`src/rtl/msr_pkg.sv`:
```
// Package: shared bit positions and the condition encoding for the status register.
// Assumes the 8-bit control/flag byte sits at the bottom of the register.
package msr_pkg;
    localparam int CTRL_W  = 8;
    localparam int B_Z     = 0;
    localparam int B_C     = 1;
    localparam int B_N     = 2;
    localparam int B_V     = 3;
    localparam int B_SLEEP = 4;
    localparam int B_GIE   = 5;
    localparam int B_STEP  = 6;
    localparam int B_BRKEN = 7;

    typedef enum logic [2:0] {
        COND_ALWAYS = 3'd0,
        COND_EQ     = 3'd1,
        COND_NE     = 3'd2,
        COND_GE     = 3'd3,
        COND_GT     = 3'd4,
        COND_LT     = 3'd5,
        COND_CS     = 3'd6,
        COND_VS     = 3'd7
    } cond_e;
endpackage

```
`src/rtl/msr_cond_eval.sv`:
```
// Module: evaluates a 3-bit instruction condition against stored flags {V,N,C,Z}.
// Assumes the flags are stable for the cycle; purely combinational.
module msr_cond_eval
    import msr_pkg::*;
(
    input  logic [3:0] flags,
    input  logic [2:0] code,
    output logic       pass
);
    logic fz, fc, fn, fv;
    assign fz = flags[B_Z];
    assign fc = flags[B_C];
    assign fn = flags[B_N];
    assign fv = flags[B_V];

    // Select the pass term for the requested condition.
    always_comb begin
        case (cond_e'(code))
            COND_ALWAYS: pass = 1'b1;
            COND_EQ:     pass = fz;
            COND_NE:     pass = !fz;
            COND_GE:     pass = !fn;
            COND_GT:     pass = !fn && !fz;
            COND_LT:     pass = fn;
            COND_CS:     pass = fc;
            COND_VS:     pass = fv;
            default:     pass = 1'b0;
        endcase
    end
endmodule

```
`src/rtl/msr_next_state.sv`:
```
// Module: merges all update sources into the next status value.
// Precedence, lowest to highest: ALU flags, explicit write, step completion,
// interrupt entry, break. Assumes a break never coincides with a retire.
module msr_next_state
    import msr_pkg::*;
#(
    parameter int W = 32
) (
    input  logic [W-1:0] cur,
    input  logic         wr_en,
    input  logic [W-1:0] wr_data,
    input  logic         retire,
    input  logic         flag_upd,
    input  logic [3:0]   alu_flags,
    input  logic         irq,
    input  logic         brk,
    output logic [W-1:0] nxt,
    output logic         dbg_halt
);
    logic in_user;
    assign in_user = cur[B_GIE];

    // Apply each update source in precedence order.
    always_comb begin
        nxt      = cur;
        dbg_halt = 1'b0;
        if (flag_upd) begin
            nxt[3:0] = alu_flags;
        end
        if (wr_en) begin
            nxt = wr_data;
            if (in_user) begin
                nxt[B_STEP]  = cur[B_STEP];
                nxt[B_BRKEN] = cur[B_BRKEN];
            end
        end
        if (in_user && cur[B_STEP] && retire) begin
            nxt[B_GIE]  = 1'b0;
            nxt[B_STEP] = 1'b0;
        end
        if (in_user && irq) begin
            nxt[B_GIE]   = 1'b0;
            nxt[B_STEP]  = 1'b0;
            nxt[B_SLEEP] = 1'b0;
        end
        if (brk) begin
            if (cur[B_BRKEN]) begin
                dbg_halt = 1'b1;
            end else begin
                nxt[B_GIE]  = 1'b0;
                nxt[B_STEP] = 1'b1;
            end
        end
    end
endmodule

```
`src/rtl/msr_state_reg.sv`:
```
// Module: the status register storage with synchronous active-low clear.
// Assumes reset is held for at least one rising edge.
module msr_state_reg #(
    parameter int W = 32
) (
    input  logic         clk,
    input  logic         rst_n,
    input  logic [W-1:0] d,
    output logic [W-1:0] q
);
    // Hold the status word; clear it on reset.
    always_ff @(posedge clk) begin
        if (!rst_n) q <= '0;
        else        q <= d;
    end
endmodule

```
`src/rtl/mode_flag_reg.sv`:
```
// Module: processor mode and status flag register (top).
// Holds the status word, decodes conditions and drives the sleep, halt and
// debug-stop requests. Assumes single-cycle strobes on irq, brk and retire.
module mode_flag_reg
    import msr_pkg::*;
#(
    parameter int W = 32,
    localparam int TRAP_W = W - CTRL_W
) (
    input  logic              clk,
    input  logic              rst_n,
    input  logic              wr_en,
    input  logic [W-1:0]      wr_data,
    input  logic              retire,
    input  logic              retire_sets_flags,
    input  logic              retire_cond_ok,
    input  logic [3:0]        alu_flags,
    input  logic              irq,
    input  logic              brk,
    input  logic [2:0]        cond_code,
    output logic [W-1:0]      status,
    output logic [TRAP_W-1:0] trap_code,
    output logic              user_mode,
    output logic              wait_irq,
    output logic              halt_req,
    output logic              dbg_halt,
    output logic              cond_pass
);
    logic [W-1:0] nxt;
    logic         flag_upd;

    assign flag_upd = retire && retire_sets_flags && retire_cond_ok;

    msr_next_state #(.W(W)) u_next (
        .cur       (status),
        .wr_en     (wr_en),
        .wr_data   (wr_data),
        .retire    (retire),
        .flag_upd  (flag_upd),
        .alu_flags (alu_flags),
        .irq       (irq),
        .brk       (brk),
        .nxt       (nxt),
        .dbg_halt  (dbg_halt)
    );

    msr_state_reg #(.W(W)) u_reg (
        .clk   (clk),
        .rst_n (rst_n),
        .d     (nxt),
        .q     (status)
    );

    msr_cond_eval u_cond (
        .flags (status[3:0]),
        .code  (cond_code),
        .pass  (cond_pass)
    );

    assign trap_code = status[W-1:CTRL_W];
    assign user_mode = status[B_GIE];
    assign wait_irq  = status[B_SLEEP] && status[B_GIE];
    assign halt_req  = status[B_SLEEP] && !status[B_GIE];
endmodule

```
`config.mk`:
```
export PLATFORM = sky130hd
export DESIGN_NAME = mode_flag_reg
export DESIGN_NICKNAME = d
export VERILOG_FILES = /design/src/rtl/msr_pkg.sv /design/src/rtl/msr_cond_eval.sv /design/src/rtl/msr_next_state.sv /design/src/rtl/msr_state_reg.sv /design/src/rtl/mode_flag_reg.sv
export SDC_FILE = /design/constraint.sdc
export NUM_CORES = 1
export LEC_CHECK = 0
export ABC_CLOCK_PERIOD_IN_PS = 1700
export CAP_MARGIN = 20
export CORE_ASPECT_RATIO = 1.4
export CORE_UTILIZATION = 37
export DETAILED_ROUTE_END_ITERATION = 10
export PLACE_DENSITY = 0.8
export SLEW_MARGIN = 20
export SYNTH_ARGS = -nofsm -noshare
export SYNTH_HDL_FRONTEND = slang
export SYNTH_HIERARCHICAL = 1
export SYNTH_SLANG_ARGS = --single-unit
```
`constraint.sdc`:
```
create_clock -name clk -period 1.7 [get_ports clk]
set_input_delay 0.51 -clock clk [delete_from_list [all_inputs] [get_ports clk]]
set_output_delay 0.51 -clock clk [all_outputs]
set_load 0.05 [all_outputs]
```
==> run_results.csv, run 1 <==
group,metric,value,unit
synth,synth_warnings,6,
run_status,violations,"setup timing",
placement,place.gp.congestion,0.726,
pwr,clkPwrFrac,23.8,%
pwr,switching_share,31.7,%
synth,yosysTopAreaCellShare,36.5,%
placement,placed_area,3360,µm²
sta,fmax,511,MHz
floorplan,die_y,83.4,µm
worst_setup_path,r2r-end,"u_reg/q[7]",
synth,synth_cell_types,28,
sta,fin_crit_sh,115,%
layout,top_register,"u_reg/q",
pwr,leakagePower,1.49,nW
layout,post-route-util,76.7,%
worst_setup_path,worst_setup_path_start_kind,"input port",
synth,yosys.area.top_type,"dfxtp_1",
sta,hold_viol,0,
placement,dp_hpwl,3670,µm
clock_network,root_buffer,"clkbuf_8",
sta,rsz0062_at_grt,"yes",
layout,nets,297,
clock_network,insertion_delay,0.27,ns
synth,synthesis.nets,206,
global_routing,grt_use_total,18.9,%
synth,synthCells,159,
clock_network,cts_tree,"yes",
pwr,vdd_ir_drop_max,0.000716,V
sta,fin_setup_tns,-0.257,ns
min_path,worstHoldPathType,"reg2reg",
global_routing,grt_pass1_vias,1469,
pwr,switching_power,0.000772,W
synth,syn_area_per_cell,11.0,µm²
sta,finalSetupViolCount,1,
clock_network,clockBufferDepth,2,
global_routing,overflow,0,
worst_setup_path,critPathMaxFanout,4,
clock_network,cts_hold_buf,0,
detailed_routing,num_vias,1418,
clock_network,clkTransAtPathRegs,0.06,ns
detailed_routing,vias_per_cell,4.53,
detailed_routing,drt_first_pass_iters,4,
floorplan,die_w,60.2,µm
worst_setup_path,reg2reg_from,"u_reg/q[5]",
worst_setup_path,critPathKind,"in2out",
detailed_routing,drc_errors,0,
sta,finClkSkew,0.000647,ns
worst_setup_path,crit_path_end_kind,"output pin",
pwr,powerDensity,699,nW/µm²
floorplan,io_pins,108,
worst_setup_path,r2r_setup_slack,0.48,ns
global_routing,antenna_found_initial,0,
sta,worst_pin_slew,0.275,ns
layout,areaGrowthSynthToFinish,98.6,%
min_path,whs_path_depth,2,
global_routing,grt_pass1_wl,7120,µm
detailed_routing,postRouteWirelength,4530,µm
sta,slew_violations,0,
worst_setup_path,path_buf_inv,2,
pwr,p_comb_share,40.2,%
synth,seq_area_frac_synth,36.5,%
clock_network,cts_sinks,32,
global_routing,grt_max_degree,23,
worst_setup_path,crit_slowest_cell,"or4_4",
worst_setup_path,crit_chain,"buf_8 > or4_4 > o2111ai_4 > buf_12",
synth,synthTopCellsByArea,"dfxtp_1, mux2_4, and2_2",
layout,top_regs,"u_reg/q (32)",
sta,fin_ws,-0.257,ns
pwr,internal_power,0.00166,W
min_path,min_from,"u_reg/q[5]",
job,drv_cap,0,
layout,post-route-cell-area,3480,µm²
worst_setup_path,worstPathRequired,1.19,ns
layout,layout_commonest_cell,"buf_12",
layout,layout_common_cells,"buf_12, clkdlybuf4s50_1, and2_2",
placement,numPortBuffers,107,
floorplan,coreArea,4540,µm²
sta,period_minus_slack,1.96,ns
sta,slew_headroom,81.4,%
worst_setup_path,cp_top_family,"simple AND/OR/NAND/NOR gates",
detailed_routing,drtIter0Drc,25,
layout,insertedDiodeCount,0,
floorplan,die_area,5020,µm²
floorplan,start_util,38.6,%
detailed_routing,ant_nets,0,
pwr,seqPwrFrac,36.1,%
synth,synth.cell_area,1750,µm²
layout,largest_reg_flops,32,
run_status,status,"finished, violations left",
worst_setup_path,worst_r2r_path_depth,3,
floorplan,rows,29,
layout,layout-drive-gt1-share,60.6,%
clock_network,numCtsBuffers,5,
min_path,min_to,"u_reg/q[6]",
pwr,finalPower,0.00243,W
placement,dpl_worst_slack,-0.678,ns
worst_setup_path,arrival,1.45,ns
worst_setup_path,max_stage_delay,0.54,ns
detailed_routing,wl_per_cell,14.5,µm
synth,ys_ff_latch,32,
clock_network,h-tree-depth,2,
Yosys cell counts:
cell type  number
and2_2         33
dfxtp_1        32
buf_4          25
mux2_4         19
mux2_2          7
mux2i_1         6
nand2_1         5
clkbuf_2        4
o21ai_0         4
buf_6           3
a21oi_1         2
inv_1           2
nor2b_1         2
a211o_1         1
a221oi_2        1
and2_1          1
and2b_2         1
and3_1          1
buf_12          1
nand2b_2        1
nand3b_1        1
nand4_1         1
nor2_1          1
nor3b_1         1
nor4bb_1        1
o2111ai_1       1
o21ai_1         1
or4_1           1
stage by stage:
step / std cells / hold WS (ns)
global placement: 303 / 0.626
floorplan: 159 / 0.646
global route: 313 / 0.708
CTS: 312 / 0.656
detailed placement: 303 / 0.637
finish: 313 / 0.656
power by group through the flow:
stage	clock (W)	combinational [W]	sequential [W]
2_1_floorplan	0	0.000385	0.00100
5_1_grt	0.000630	0.00101	0.000884
6_report	0.000578	0.000978	0.000877
3_5_place_dp	0	0.000976	0.000897
3_3_place_gp	0	0.000962	0.000894
4_1_cts	0.000598	0.000981	0.000879
worst max path at each step:
stage | startpoint | end | slack (ns) | cells after the start
4_1_cts | u_reg/q[0] | cond_pass | -0.27 | 3
2_1_floorplan | cond_code[1] | cond_pass | -0.02 | 2
6_report | cond_code[0] | cond_pass | -0.26 | 4
5_1_grt | cond_code[0] | cond_pass | -0.27 | 4
3_3_place_gp | cond_code[0] | cond_pass | -0.65 | 5
3_5_place_dp | cond_code[0] | cond_pass | -0.68 | 5
tightest hold or removal path, delay by kind of cell (launching register included):
family,cells,cell delay (ns)
simple gates,1,0.13
flops,1,0.36
compound gates,1,0.14
routing by layer:
metal  vias to the layer above  routed length, µm  GRT usage, %
met2                        53               2660          35.9
met5                         -                  0             0
li1                        679                  -             -
met1                       682               1600          19.1
met4                         0                 68          7.19
met3                         4                203          3.27
timing repair:
item	CTS	global route
pin swaps	4	3
gates resized for setup	12	2
endpoints found under the setup margin	2	1
buffers inserted	1	1
hold endpoints to repair	0	0
logic make-up after synthesis:
group                  count (synthesis)  synth area share, %
muxes                                 32                 24.2
buffers and inverters                 35                 15.3
AOI/OAI and AO/OA                     10                 3.85
DFF                                   32                 36.5
and+or+nand+nor                       50                 20.1
layout make-up:
cell class              instances  area [µm²]
fillers                       296        1050
flip-flops and latches         32         648
repair buffers                117        1770
multi-input cells              92         887
well taps                      62        77.6
inverters                       2        7.51
clock buffers                   6        82.6
clock inverters                 2        10.0
Power figures use the tool's default switching activity.
==> inputs of run 2 (changes only) <==
Settings changed: SLEW_MARGIN 20 to default.
==> results of run 2 <==
Same layout as run 1: the final DEF is identical, and so are final timing and power.
